File: config.mk
export PLATFORM = sky130hd
export DESIGN_NAME = lgn_classifier
export DESIGN_NICKNAME = d
export VERILOG_FILES = /design/src/rtl/lgn_pkg.sv /design/src/rtl/lgn_layer.sv /design/src/rtl/lgn_score.sv /design/src/rtl/lgn_classifier.sv
export SDC_FILE = /design/constraint.sdc
export NUM_CORES = 1
export LEC_CHECK = 0
export CAP_MARGIN = 40
export CORE_AREA = 2 2 162 164
export DETAILED_ROUTE_END_ITERATION = 8
export DIE_AREA = 0 0 164 166
export PLACE_DENSITY = 0.72
export SKIP_LAST_GASP = 1
export SLEW_MARGIN = 20
export SYNTH_ARGS = -nofsm -noshare
export SYNTH_HDL_FRONTEND = slang
export SYNTH_SLANG_ARGS = --single-unit
File: constraint.sdc
create_clock -name clk -period 4.6 [get_ports clk]
set_input_delay 0.46 -clock clk [delete_from_list [all_inputs] [get_ports clk]]
set_output_delay 0.46 -clock clk [all_outputs]
set_load 0.1 [all_outputs]
File: src/rtl/lgn_pkg.sv
package lgn_pkg;

  localparam int unsigned CODE_BITS = 4;

  // one step of the wiring sequence generator
  function automatic logic [15:0] lfsr_step(input logic [15:0] s);
    return {s[14:0], s[15] ^ s[13] ^ s[12] ^ s[10]};
  endfunction

  // source index for a given draw number, reduced to the source layer width
  function automatic int unsigned wire_src(input int unsigned seed,
                                           input int unsigned draw,
                                           input int unsigned span);
    logic [15:0] s;
    s = seed[15:0];
    if (s == 16'h0) s = 16'h1;
    for (int unsigned k = 0; k <= draw; k++) s = lfsr_step(s);
    return 32'(s) % span;
  endfunction

  // truth-table lookup: the bit at index {a,b}
  function automatic logic gate_eval(input logic [CODE_BITS-1:0] code,
                                     input logic a, input logic b);
    return code[{a, b}];
  endfunction

endpackage

File: src/rtl/lgn_layer.sv
module lgn_layer #(
  parameter int unsigned LAYER = 0,
  parameter int unsigned IN_W  = 8,
  parameter int unsigned WIDTH = 12,
  parameter int unsigned SEED  = 1
) (
  input  logic                               clk,
  input  logic                               rst,
  input  logic                               vi,
  input  logic [IN_W-1:0]                    di,
  input  logic [lgn_pkg::CODE_BITS*WIDTH-1:0] codes,
  output logic                               vo,
  output logic [WIDTH-1:0]                   dq
);
  localparam int unsigned CB = lgn_pkg::CODE_BITS;

  logic [WIDTH-1:0] node_val;

  for (genvar n = 0; n < WIDTH; n++) begin : g_node
    localparam int unsigned DRAW  = 2 * (LAYER * WIDTH + n);
    localparam int unsigned SRC_A = lgn_pkg::wire_src(SEED, DRAW, IN_W);
    localparam int unsigned SRC_B = lgn_pkg::wire_src(SEED, DRAW + 1, IN_W);
    assign node_val[n] = lgn_pkg::gate_eval(codes[CB*n +: CB], di[SRC_A], di[SRC_B]);
  end

  always_ff @(posedge clk) begin
    if (rst) begin
      vo <= 1'b0;
      dq <= '0;
    end else begin
      vo <= vi;
      if (vi) dq <= node_val;
    end
  end


  hold_when_idle_chk: assert property (@(posedge clk) disable iff (rst)
    !vi |=> $stable(dq));

endmodule

File: src/rtl/lgn_score.sv
module lgn_score #(
  parameter int unsigned WIDTH     = 12,
  parameter int unsigned N_CLASSES = 3,
  parameter int unsigned CNT_W     = 3,
  parameter int unsigned CLS_W     = 2
) (
  input  logic                         clk,
  input  logic                         rst,
  input  logic                         vi,
  input  logic [WIDTH-1:0]             di,
  output logic                         vo,
  output logic [CLS_W-1:0]             cls,
  output logic [N_CLASSES*CNT_W-1:0]   scores
);
  localparam int unsigned GRP = WIDTH / N_CLASSES;

  logic [N_CLASSES*CNT_W-1:0] cnt_flat;
  logic [CLS_W-1:0]           best_c;
  logic [CNT_W-1:0]           best_s;

  for (genvar c = 0; c < N_CLASSES; c++) begin : g_grp
    logic [CNT_W-1:0] acc;
    always_comb begin
      acc = '0;
      for (int i = 0; i < GRP; i++) acc = acc + CNT_W'(di[c*GRP + i]);
    end
    assign cnt_flat[c*CNT_W +: CNT_W] = acc;
  end

  // strict comparison keeps the earliest class on a tie
  always_comb begin
    best_c = '0;
    best_s = cnt_flat[0 +: CNT_W];
    for (int c = 1; c < N_CLASSES; c++) begin
      if (cnt_flat[c*CNT_W +: CNT_W] > best_s) begin
        best_s = cnt_flat[c*CNT_W +: CNT_W];
        best_c = CLS_W'(c);
      end
    end
  end

  always_ff @(posedge clk) begin
    if (rst) begin
      vo     <= 1'b0;
      cls    <= '0;
      scores <= '0;
    end else begin
      vo <= vi;
      if (vi) begin
        cls    <= best_c;
        scores <= cnt_flat;
      end
    end
  end

  // checker: re-derive argmax and bounds from the registered outputs
  logic             arg_ok;
  logic             bound_ok;
  logic [CNT_W-1:0] win_s;
  logic [CNT_W-1:0] cur_s;

  always_comb begin
    win_s    = '0;
    arg_ok   = (32'(cls) < N_CLASSES);
    bound_ok = 1'b1;
    cur_s    = '0;
    for (int c = 0; c < N_CLASSES; c++)
      if (CLS_W'(c) == cls) win_s = scores[c*CNT_W +: CNT_W];
    for (int c = 0; c < N_CLASSES; c++) begin
      cur_s = scores[c*CNT_W +: CNT_W];
      if (cur_s > win_s) arg_ok = 1'b0;
      if ((CLS_W'(c) < cls) && (cur_s >= win_s)) arg_ok = 1'b0;
      if (32'(cur_s) > GRP) bound_ok = 1'b0;
    end
  end


  argmax_lowest_chk: assert property (@(posedge clk) disable iff (rst)
    vo |-> arg_ok);


  score_bound_chk: assert property (@(posedge clk) disable iff (rst)
    vo |-> bound_ok);

endmodule

File: src/rtl/lgn_classifier.sv
module lgn_classifier #(
  parameter  int unsigned N_IN      = 16,
  parameter  int unsigned WIDTH     = 24,
  parameter  int unsigned N_LAYERS  = 4,
  parameter  int unsigned N_CLASSES = 4,
  parameter  int unsigned SEED      = 32'hACE1,
  localparam int unsigned GRP       = WIDTH / N_CLASSES,
  localparam int unsigned CNT_W     = $clog2(GRP + 1),
  localparam int unsigned CLS_W     = (N_CLASSES > 1) ? $clog2(N_CLASSES) : 1,
  localparam int unsigned LAYER_CW  = lgn_pkg::CODE_BITS * WIDTH,
  localparam int unsigned CODE_W    = LAYER_CW * N_LAYERS
) (
  input  logic                       clk,
  input  logic                       rst,
  input  logic                       in_valid,
  input  logic [N_IN-1:0]            in_bits,
  input  logic [CODE_W-1:0]          gate_codes,
  output logic                       out_valid,
  output logic [CLS_W-1:0]           out_class,
  output logic [N_CLASSES*CNT_W-1:0] out_scores
);
  localparam int unsigned QW = $clog2(N_LAYERS + 3);

  if ((WIDTH % N_CLASSES) != 0 || N_LAYERS < 1 || N_LAYERS > 6) begin : g_bad_cfg
    $error("lgn_classifier: WIDTH must split evenly into classes and depth must be 1..6");
  end

  logic [N_LAYERS-1:0] lay_v;
  logic [WIDTH-1:0]    lay_d [N_LAYERS];

  for (genvar l = 0; l < N_LAYERS; l++) begin : g_layer
    if (l == 0) begin : g_first
      lgn_layer #(.LAYER(0), .IN_W(N_IN), .WIDTH(WIDTH), .SEED(SEED)) u_layer (
        .clk   (clk),
        .rst   (rst),
        .vi    (in_valid),
        .di    (in_bits),
        .codes (gate_codes[0 +: LAYER_CW]),
        .vo    (lay_v[0]),
        .dq    (lay_d[0])
      );
    end else begin : g_next
      lgn_layer #(.LAYER(l), .IN_W(WIDTH), .WIDTH(WIDTH), .SEED(SEED)) u_layer (
        .clk   (clk),
        .rst   (rst),
        .vi    (lay_v[l-1]),
        .di    (lay_d[l-1]),
        .codes (gate_codes[l*LAYER_CW +: LAYER_CW]),
        .vo    (lay_v[l]),
        .dq    (lay_d[l])
      );
    end
  end

  lgn_score #(.WIDTH(WIDTH), .N_CLASSES(N_CLASSES), .CNT_W(CNT_W), .CLS_W(CLS_W)) u_score (
    .clk    (clk),
    .rst    (rst),
    .vi     (lay_v[N_LAYERS-1]),
    .di     (lay_d[N_LAYERS-1]),
    .vo     (out_valid),
    .cls    (out_class),
    .scores (out_scores)
  );

  // checker: cycles since the last accepted vector, saturating
  logic [QW-1:0] quiet;
  always_ff @(posedge clk) begin
    if (rst)                           quiet <= '0;
    else if (in_valid)                 quiet <= '0;
    else if (32'(quiet) <= N_LAYERS)   quiet <= quiet + 1'b1;
  end


  no_stray_valid_chk: assert property (@(posedge clk) disable iff (rst)
    (32'(quiet) > N_LAYERS) |-> !out_valid);

endmodule

# Word level (Yosys, flattened, before mapping)
# Cells that the tools add are included.
dict set report word_totals {
  ff_bits 114
  inputBits 403
  out_inout_bits 15
  elab_cells 310
}
dict set report op_classes {
  n_addsub 20
  magnitude_cmp 84
  mux 195
}
# op count
set op_table {}
lappend op_table {{2-bit by 3-bit less-than comparator with 1-bit output (second input constant)} 81}
lappend op_table {{1-bit binary-select mux with 2-bit select} 92}
lappend op_table {{1-bit 2-to-1 mux} 99}
lappend op_table {{3-bit by 1-bit adder with 3-bit output} 16}
lappend op_table {{3-bit greater-than comparator} 3}
lappend op_table {{1-bit by 1-bit adder with 2-bit output} 4}
lappend op_table {{3-bit 2-to-1 mux} 2}
lappend op_table {{2-bit 2-to-1 mux} 2}

# Depth between registers and ports, before layout
# Gate-level depths: netlist of the first run.
dict set report depth {
  ltp_word 11
  ltp_mapped 22
  depth_no_buf 22
}

# Modules after synthesis
# A second synthesis of the first run with hierarchy kept.
dict set report unflattened {
  cells_unflattened 783
  area_unflattened_um2 8177.8
}
# mod instances cells_each area_per_inst_um2 seq_area_each_um2
set by_module_without_submodules {}
lappend by_module_without_submodules {{lgn_layer (g_layer[2].g_next.u_layer)} 1 164 1785.5 500.5}
lappend by_module_without_submodules {{lgn_layer (g_layer[3].g_next.u_layer)} 1 163 1767.9 500.5}
lappend by_module_without_submodules {{lgn_layer (g_layer[1].g_next.u_layer)} 1 163 1755.4 500.5}
lappend by_module_without_submodules {{lgn_layer (g_layer[0].g_first.u_layer)} 1 156 1646.6 500.5}
lappend by_module_without_submodules {lgn_score 1 137 1222.4 300.3}

# Worst setup path before layout of the first run
# Ideal clock, no wire load.
dict set report synth_timing {
  path_type {reg2reg}
  from {reg g_layer[3].g_next.u_layer.dq[0]}
  to {reg u_score.cls[0]}
  setup_time_ps 142
  arrival_ps 4688
  t_required_ps 4458
  slack_ps -230
  path_stages_with_launch 22
  n_path_buf 0
  period_less_slack_ps 4830
  cell_sequence {dfxtp_1 > ha_1 > inv_1 > fa_1 > fa_1 > inv_1 > fa_1 > inv_1 > ha_1 > a21boi_0 > a311oi_2 > and2_1 > a21oi_1 > ha_1 > nand3b_1 > a32oi_2 > mux2_2 > ha_1 > nor2b_1 > o21a_1 > o21ai_0 > a311oi_1}
}
dict set report synth_via {
  elab_chain_cells 11
  word_cells_on_any_way 13
  cone_classes {5 x add/sub; 3 x order compare; 5 x mux}
}
# item line_no
set synth_rtl {}
lappend synth_rtl {{start: declaration} lgn_layer.sv:13} ;# output logic [WIDTH-1:0] dq
lappend synth_rtl {{start signal: assignment} lgn_layer.sv:32} ;# if (vi) dq <= node_val;
lappend synth_rtl {{1-bit by 1-bit adder with 2-bit output *} lgn_score.sv:25} ;# for (int i = 0; i < GRP; i++) acc = acc + CNT_W'(di[c*GRP + i]);
lappend synth_rtl {{3-bit by 1-bit adder with 3-bit output * (4 in series)} lgn_score.sv:25}
lappend synth_rtl {{net u_score.g_grp[0].acc[2]} lgn_score.sv:22} ;# logic [CNT_W-1:0] acc;
lappend synth_rtl {{3-bit greater-than comparator} lgn_score.sv:35} ;# if (cnt_flat[c*CNT_W +: CNT_W] > best_s) begin
lappend synth_rtl {{3-bit 2-to-1 mux} lgn_score.sv:35}
lappend synth_rtl {{3-bit greater-than comparator} lgn_score.sv:35}
lappend synth_rtl {{3-bit 2-to-1 mux} lgn_score.sv:35}
lappend synth_rtl {{3-bit greater-than comparator} lgn_score.sv:35}
lappend synth_rtl {{2-bit 2-to-1 mux *} lgn_score.sv:35}
lappend synth_rtl {{end signal: assignment} lgn_score.sv:50} ;# cls <= best_c;
lappend synth_rtl {{end: declaration} lgn_score.sv:12} ;# output logic [CLS_W-1:0] cls,
# The timed path passes the listed nets; every way through them passes the cells marked *.
# A chain may end at the register's enable or synchronous reset.

# Final worst setup path of the first run
dict set report layout_timing {
  from {reg g_layer[3].g_next.u_layer.dq[7]}
  to {reg u_score.cls[0]}
}
dict set report layout_via {
  elab_chain_cells 11
  word_cells_on_any_way 13
  cone_classes {5 x add/sub; 3 x order compare; 5 x mux}
}
# item line_no
set layout_rtl {}
lappend layout_rtl {{1-bit by 1-bit adder with 2-bit output *} lgn_score.sv:25}
lappend layout_rtl {{3-bit by 1-bit adder with 3-bit output * (4 in series)} lgn_score.sv:25}
lappend layout_rtl {{net u_score.g_grp[1].acc[1]} lgn_score.sv:22}
lappend layout_rtl {{3-bit greater-than comparator} lgn_score.sv:35}
lappend layout_rtl {{3-bit 2-to-1 mux} lgn_score.sv:35}
lappend layout_rtl {{3-bit greater-than comparator} lgn_score.sv:35}
lappend layout_rtl {{3-bit 2-to-1 mux} lgn_score.sv:35}
lappend layout_rtl {{3-bit greater-than comparator} lgn_score.sv:35}
lappend layout_rtl {{2-bit 2-to-1 mux *} lgn_score.sv:35}
# Marks and branches as above.

==> key figures, run 1 <==
Synth
  • Syn_nets: 933
  • Post-synth top cells: dfxtp_1, nor2_1, mux2i_1, mux4_2, inv_1
  • Synth area leaders: dfxtp_1, mux4_2, mux2i_1, nor2_1, fa_1
  • Top-area cell type share of the netlist area: 0.334
  • Ys async rst share: 0
  • Dominant cell type by area after synthesis: dfxtp_1
  • Post-synthesis cell count: 506
  • Sequential fraction of the synthesis area: 0.334
  • Post-synth EDFFs: 0
  • Most frequent cell after synthesis: dfxtp_1
  • Predominant post-synthesis flop cell: dfxtp_1
  • Syn Area/Cell: 12.2 um^2
  • Yosys cell types: 34
  • Post-Synthesis Cell Area: 6170 um^2
  • Flop and latch count out of synthesis: 103
  • Synth warn: 0

Placement
  • Dpl ws: -0.0803 ns
  • DP HPWL: 19400 um
  • Gpl congestion: 0.775
  • Port Buffers: 365
  • Placement Cell Area: 10500 um^2
  • Placed Instances: 1208

Hold path
  • WHS Path Cells: 2
  • Hold wc startpoint: u_score.scores[7]$_SDFFE_PP0P_
  • Min-Delay Path Class: register to register
  • Hold EP: u_score.scores[7]$_SDFFE_PP0P_

Floorplanning
  • Die H: 166 um
  • Full die area: 27200 um^2
  • Die X: 164 um
  • Row cnt: 59
  • # IOs: 418
  • Starting density of the core: 0.241
  • Core Area: 25600 um^2

STA
  • Worst hold slack: 0.480 ns
  • Final Worst Setup Slack: -0.00753 ns
  • Slew @ Worst Pin: 0.613 ns
  • Slew HR: 0.591
  • Fin. Hold Viols: 0
  • Endpoints failing setup: 1
  • Clock Skew: 0.0109 ns
  • Pins Over Slew Limit: 0
  • Min Tclk post-route: 4.61 ns
  • Fmax: 0.217 GHz
  • Setup TNS: -0.00753 ns
  • RSZ-0062 raised after global routing: true
  • Crit share post-route: 1.00

Worst setup path
  • Setup CP Type: register to register
  • Arrival time at the worst endpoint: 4.86 ns
  • R2R Setup Slk: -0.008 ns
  • Required @ worst endpoint: 4.85 ns
  • Critical path's largest stage delay: 0.46 ns
  • Worst setup path startpoint: g_layer[3].g_next.u_layer.dq[7]$_SDFFE_PP0P_
  • CP cell instances: ha_4, inv_2, fa_1, fa_2, inv_2, fa_2, o21bai_4, a311oi_2, and2_4, a21oi_1, ha_1, nand3b_1, a32oi_2, mux2_4, ha_1, nor2b_1, o21a_1, o21ai_2, a311oi_1
  • Slowest stage cell on the critical path: fa_2
  • Depth of the worst register-to-register path: 19
  • Setup crit end kind: register
  • RR Endpoint: u_score.cls[0]$_SDFFE_PP0P_
  • Max FO, Critical Path: 4
  • Critical path's top delay family: adder cells
  • WP buf/inv: 2
  • Reg-to-reg startpoint: g_layer[3].g_next.u_layer.dq[7]$_SDFFE_PP0P_
  • Startpoint types: register

Clock tree
  • CTS tree: done
  • Worst-path clk slew: 0.07 ns
  • Hold_buf cts: 0
  • H-tree lvl count: 3
  • Clk root buf: clkbuf_16
  • Clock Sinks: 103
  • Clock Tree Buf Depth: 2
  • Num CTS Buffers: 9
  • Worst-Skew Late Latency: 0.36 ns

Status
  • Status: finished with violations
  • Failing checks: negative setup slack

Routing
  • Total Wirelength: 22600 um
  • Drt initial violations: 150
  • Detailed-route wire length per cell: 18.4 um
  • Detailed Routing Iterations Pass 1: 4
  • DRT antenna net count: 0
  • DR vias: 5528
  • DR vias/cell: 4.50
  • Residual DRC count: 0

Power
  • VDD IR max: 0.174 mV
  • P_leak: 3.87 nW
  • Tot Pwr: 2.54 mW
  • Pwr Density: 233 nW/um^2

Cells and area
  • N_diodes: 0
  • Fraction of layout cells with a size suffix above 1: 0.189
  • Post-Layout Cell Count: 1228
  • Area delta synth->final: 76.6%
  • Post-route core utilization: 0.425
  • NumNets Final: 1315
  • Final instance area: 10900 um^2

GRT
  • Vias in the first global route: 6083
  • Largest net degree at the start of global routing: 55
  • Gr usage total: 0.167
  • Antenna violations before repair: 0
  • First-pass GRT wire length: 34000 um
  • Grt ovf: 0

Flow run
  • Max-cap violations: 0
[layout by cell type, fill, tap and decap left out, types with 6 or more instances in the layout]
| master | synthesis | routed |
|---|---|---|
| clkdlybuf4s50_1 | 0 | 364 |
| dfxtp_1 | 103 | 100 |
| nor2_1 | 99 | 98 |
| mux2i_1 | 89 | 89 |
| mux4_2 | 82 | 82 |
| inv_1 | 36 | 29 |
| buf_4 | 0 | 17 |
| buf_8 | 0 | 16 |
| a211oi_1 | 11 | 10 |
| clkbuf_16 | 0 | 9 |
| inv_2 | 1 | 8 |
| fa_1 | 12 | 8 |
| ha_1 | 12 | 7 |
| nor2b_1 | 6 | 6 |
[kinds of logic after synthesis]
| family | Yosys count | share of synthesized area |
|---|---|---|
| adder cells (fa/ha/maj) | 25 | 0.0651 |
| buffers and inverters | 64 | 0.0414 |
| flip-flops | 103 | 0.334 |
| multiplexers | 172 | 0.446 |
| AO/OA/AOI/OAI | 29 | 0.0385 |
| AND/OR/NAND/NOR | 113 | 0.0752 |
[per-layer routing]
layer	global-route usage	share of wire	up-vias
met5	0	0	-
met4	0.0362	0.016	0
met3	0.0477	0.060	14
met2	0.320	0.55	179
met1	0.179	0.37	2685
li1	-	-	2650
[report_power, final]
| group | total, mW | switching, mW | internal (mW) |
|---|---|---|---|
| combinational | 0.786 | 0.255 | 0.531 |
| clock | 0.766 | 0.363 | 0.402 |
| sequential | 0.985 | 0.0531 | 0.932 |
[area by class of cell]
type                       count  area, um^2
tap                          335         419
clock buffer                  11         253
multi-input combinational    339        3960
fill                        2403       14700
timing repair buffer         398        4020
inverter                      37         139
sequential                   103        2070
clock inverter                 5        38.8
[worst min-delay path, cell delays in order, from the launching register on]
cell and delay, ns:
dfxtp_1 0.31, nor2_1 0.08, a211oi_1 0.04
[flip-flops by register name, summed over array words and instances (netlist names)]
signal,count
g_layer.g_next.u_layer.vo,3
u_score.vo,1
g_layer.g_first.u_layer.dq,19
u_score.cls,2
g_layer.g_first.u_layer.vo,1
g_layer.g_next.u_layer.dq,65
u_score.scores,12
[how the worst max path moves through the flow]
stage / end / slack [ns] / cells after the start
final: u_score.cls[0]$_SDFFE_PP0P_ / -0.008 / 19
after global placement: u_score.cls[0]$_SDFFE_PP0P_ / 0.01 / 18
after detailed placement: u_score.cls[0]$_SDFFE_PP0P_ / -0.08 / 20
after global routing: u_score.cls[0]$_SDFFE_PP0P_ / -0.20 / 19
after floorplan: u_score.cls[0]$_SDFFE_PP0P_ / 0.001 / 19
after CTS: u_score.cls[0]$_SDFFE_PP0P_ / 0.006 / 19
[what timing repair did]
action / CTS / global route
pin swaps: 3 / 16
gates resized for setup: 4 / 20
setup endpoints to repair: 2 / 2
endpoints found under the hold margin: 0 / 0
buffers inserted: 2 / 1
Power figures use the tool's default switching activity.
==> run 2, diff against run 1 <==
--- a/config.mk
+++ b/config.mk
@@ -5,13 +5,14 @@
 export SDC_FILE = /design/constraint.sdc
 export NUM_CORES = 1
 export LEC_CHECK = 0
-export CAP_MARGIN = 40
-export CORE_AREA = 2 2 162 164
+export CAP_MARGIN = 10
+export CORE_AREA = 2 2 161 163
 export DETAILED_ROUTE_END_ITERATION = 8
-export DIE_AREA = 0 0 164 166
-export PLACE_DENSITY = 0.72
+export DIE_AREA = 0 0 163 165
+export PLACE_DENSITY = 0.81
 export SKIP_LAST_GASP = 1
 export SLEW_MARGIN = 20
 export SYNTH_ARGS = -nofsm -noshare
 export SYNTH_HDL_FRONTEND = slang
+export SYNTH_HIERARCHICAL = 1
 export SYNTH_SLANG_ARGS = --single-unit
==> key figures, run 2 <==
STA
  • Min Tclk post-route: 4.83 ns
  • Clock Skew: 0.0110 ns
  • Fmax: 0.207 GHz
  • Worst hold slack: 0.489 ns
  • RSZ-0062 raised after global routing: true
  • Final Worst Setup Slack: -0.228 ns
  • Fin. Hold Viols: 0
  • Slew HR: 0.304
  • Slew @ Worst Pin: 1.04 ns
  • Pins Over Slew Limit: 0
  • Crit share post-route: 1.05
  • Endpoints failing setup: 2
  • Setup TNS: -0.449 ns

Power
  • Tot Pwr: 2.48 mW
  • VDD IR max: 0.186 mV
  • Pwr Density: 212 nW/um^2
  • P_leak: 4.02 nW

GRT
  • Gr usage total: 0.194
  • Vias in the first global route: 7267
  • Largest net degree at the start of global routing: 73
  • First-pass GRT wire length: 39700 um
  • Grt ovf: 0
  • Antenna violations before repair: 3

Floorplanning
  • Full die area: 26900 um^2
  • Die H: 165 um
  • Die X: 163 um
  • Starting density of the core: 0.296
  • # IOs: 418
  • Row cnt: 58
  • Core Area: 25000 um^2

Cells and area
  • Leading cell type in the layout, fill and taps excluded: clkdlybuf4s50_1
  • NumNets Final: 1478
  • Post-route core utilization: 0.466
  • Largest register FFs: 65
  • Post-Layout Cell Count: 1387
  • Biggest regs: g_layer.g_next.u_layer/dq (65), g_layer.g_first.u_layer/dq (19), u_score/scores (12)
  • Area delta synth->final: 57.3%
  • Commonest cells after routing, fill and taps aside: clkdlybuf4s50_1, mux2i_1, dfxtp_1, or3b_1, o221ai_1
  • Largest Register: g_layer.g_next.u_layer/dq
  • Fraction of layout cells with a size suffix above 1: 0.139

Clock tree
  • Clock Tree Buf Depth: 2
  • Clk root buf: clkbuf_16
  • CTS tree: done
  • Clock Sinks: 103
  • Num CTS Buffers: 9
  • Worst-path clk slew: 0.08 ns
  • H-tree lvl count: 3
  • Worst-Skew Late Latency: 0.35 ns

Worst setup path
  • Most used cell, CP: ha_2
  • CP cell instances: inv_2, fa_1, fa_1, inv_1, ha_2, fa_2, ha_4, a21boi_2, a311o_1, nor2_2, mux2i_1, ha_2, nand3b_1, a32o_2, or4b_4, o221ai_2, ha_2, nor2b_1, o21a_1, o21ai_2, a311oi_1
  • Startpoint types: register
  • Required @ worst endpoint: 4.79 ns
  • Arrival time at the worst endpoint: 5.02 ns
  • Setup CP Type: register to register
  • Max FO, Critical Path: 5
  • Slowest stage cell on the critical path: fa_1
  • R2R Setup Slk: -0.23 ns
  • Setup crit end kind: register
  • Critical path's largest stage delay: 0.52 ns

Routing
  • Detailed Routing Iterations Pass 1: 4
  • Residual DRC count: 0
  • Total Wirelength: 26900 um
  • DRT antenna net count: 0
  • Detailed-route wire length per cell: 19.4 um
  • DR vias/cell: 5.04
  • DR vias: 6994
  • Drt initial violations: 268

Placement
  • DP HPWL: 22100 um
  • Gpl congestion: 0.823
  • Placed Instances: 1361
  • Port Buffers: 365

Synth
  • Syn_nets: 1143
  • Synth warn: 6
  • Syn Area/Cell: 10.4 um^2
  • Post-Synthesis Cell Area: 7410 um^2
  • Post-synthesis cell count: 716

Flow run
  • Max-cap violations: 0

Hold path
  • Min-Delay Path Class: register to register

Status
  • Failing checks: negative setup slack
  • Status: finished with violations
[run 2: worst paths after layout]
kind / from / end / depth (start not counted)
max: g_layer[3].g_next.u_layer/dq[9]$_SDFFE_PP0P_ / u_score/cls[0]$_SDFFE_PP0P_ / 21
min: u_score/scores[8]$_SDFFE_PP0P_ / u_score/scores[8]$_SDFFE_PP0P_ / 2
max reg2reg: g_layer[3].g_next.u_layer/dq[9]$_SDFFE_PP0P_ / u_score/cls[0]$_SDFFE_PP0P_ / 21
min reg2reg: u_score/scores[8]$_SDFFE_PP0P_ / u_score/scores[8]$_SDFFE_PP0P_ / 2
[run 2: worst max-delay path, delay by kind of cell, from the launching register on]
family          cells  cell delay [ns]
fa+ha+maj           7             2.22
compound gates      7             1.06
simple gates        4             0.77
flops               1             0.33
mux                 1             0.21
buf+inv             2             0.09
[run 2: area by class of cell]
type | count | area, um^2
clock buffers | 10 | 229
well taps | 330 | 413
flip-flops and latches | 103 | 2070
multi-input cells | 514 | 4960
fillers | 2313 | 13400
repair buffers | 388 | 3820
diodes | 1 | 2.50
inverters | 35 | 131
clock inverters | 6 | 43.8
[run 2: metal layers]
layer,vias up,GRT usage,share of wire
met2,272,0.348,0.49
li1,3433,-,-
met1,3248,0.226,0.40
met4,4,0.0664,0.025
met3,37,0.0475,0.079
met5,-,0,0.0011
[run 2: metrics by stage]
stage,cell area (um^2),setup slack (ns)
after floorplan,7430,0.0138
after global placement,11300,-0.257
after detailed placement,11300,-0.341
after CTS,11600,-0.207
after global routing,11700,-0.496
final,11700,-0.228
[run 2: what timing repair did]
action / 4_1_cts / 5_1_grt
buffers inserted: 9 / 0
endpoints found under the setup margin: 2 / 2
hold buffers: 0 / 0
resized for setup: 16 / 5
pin swaps: 6 / 2
[run 2: power by group]
| part | leakage [nW] | switching [mW] | internal (mW) |
|---|---|---|---|
| clock network | 0.134 | 0.366 | 0.372 |
| logic | 3.04 | 0.254 | 0.476 |
| registers | 0.841 | 0.0752 | 0.933 |
==> run 3, diff against run 2 <==
==> constraint.sdc (replaced) <==
create_clock -name clk -period 4.6 [get_ports clk]
set_input_delay 0.46 -clock clk [delete_from_list [all_inputs] [get_ports clk]]
set_output_delay 0.46 -clock clk [all_outputs]
set_load 0.01 [all_outputs]
==> results of run 3 <==
The final DEF is identical to that of run 2. Status: finished with violations: negative setup slack.
Among the figures that moved: total power 2.48 mW -> 2.47 mW
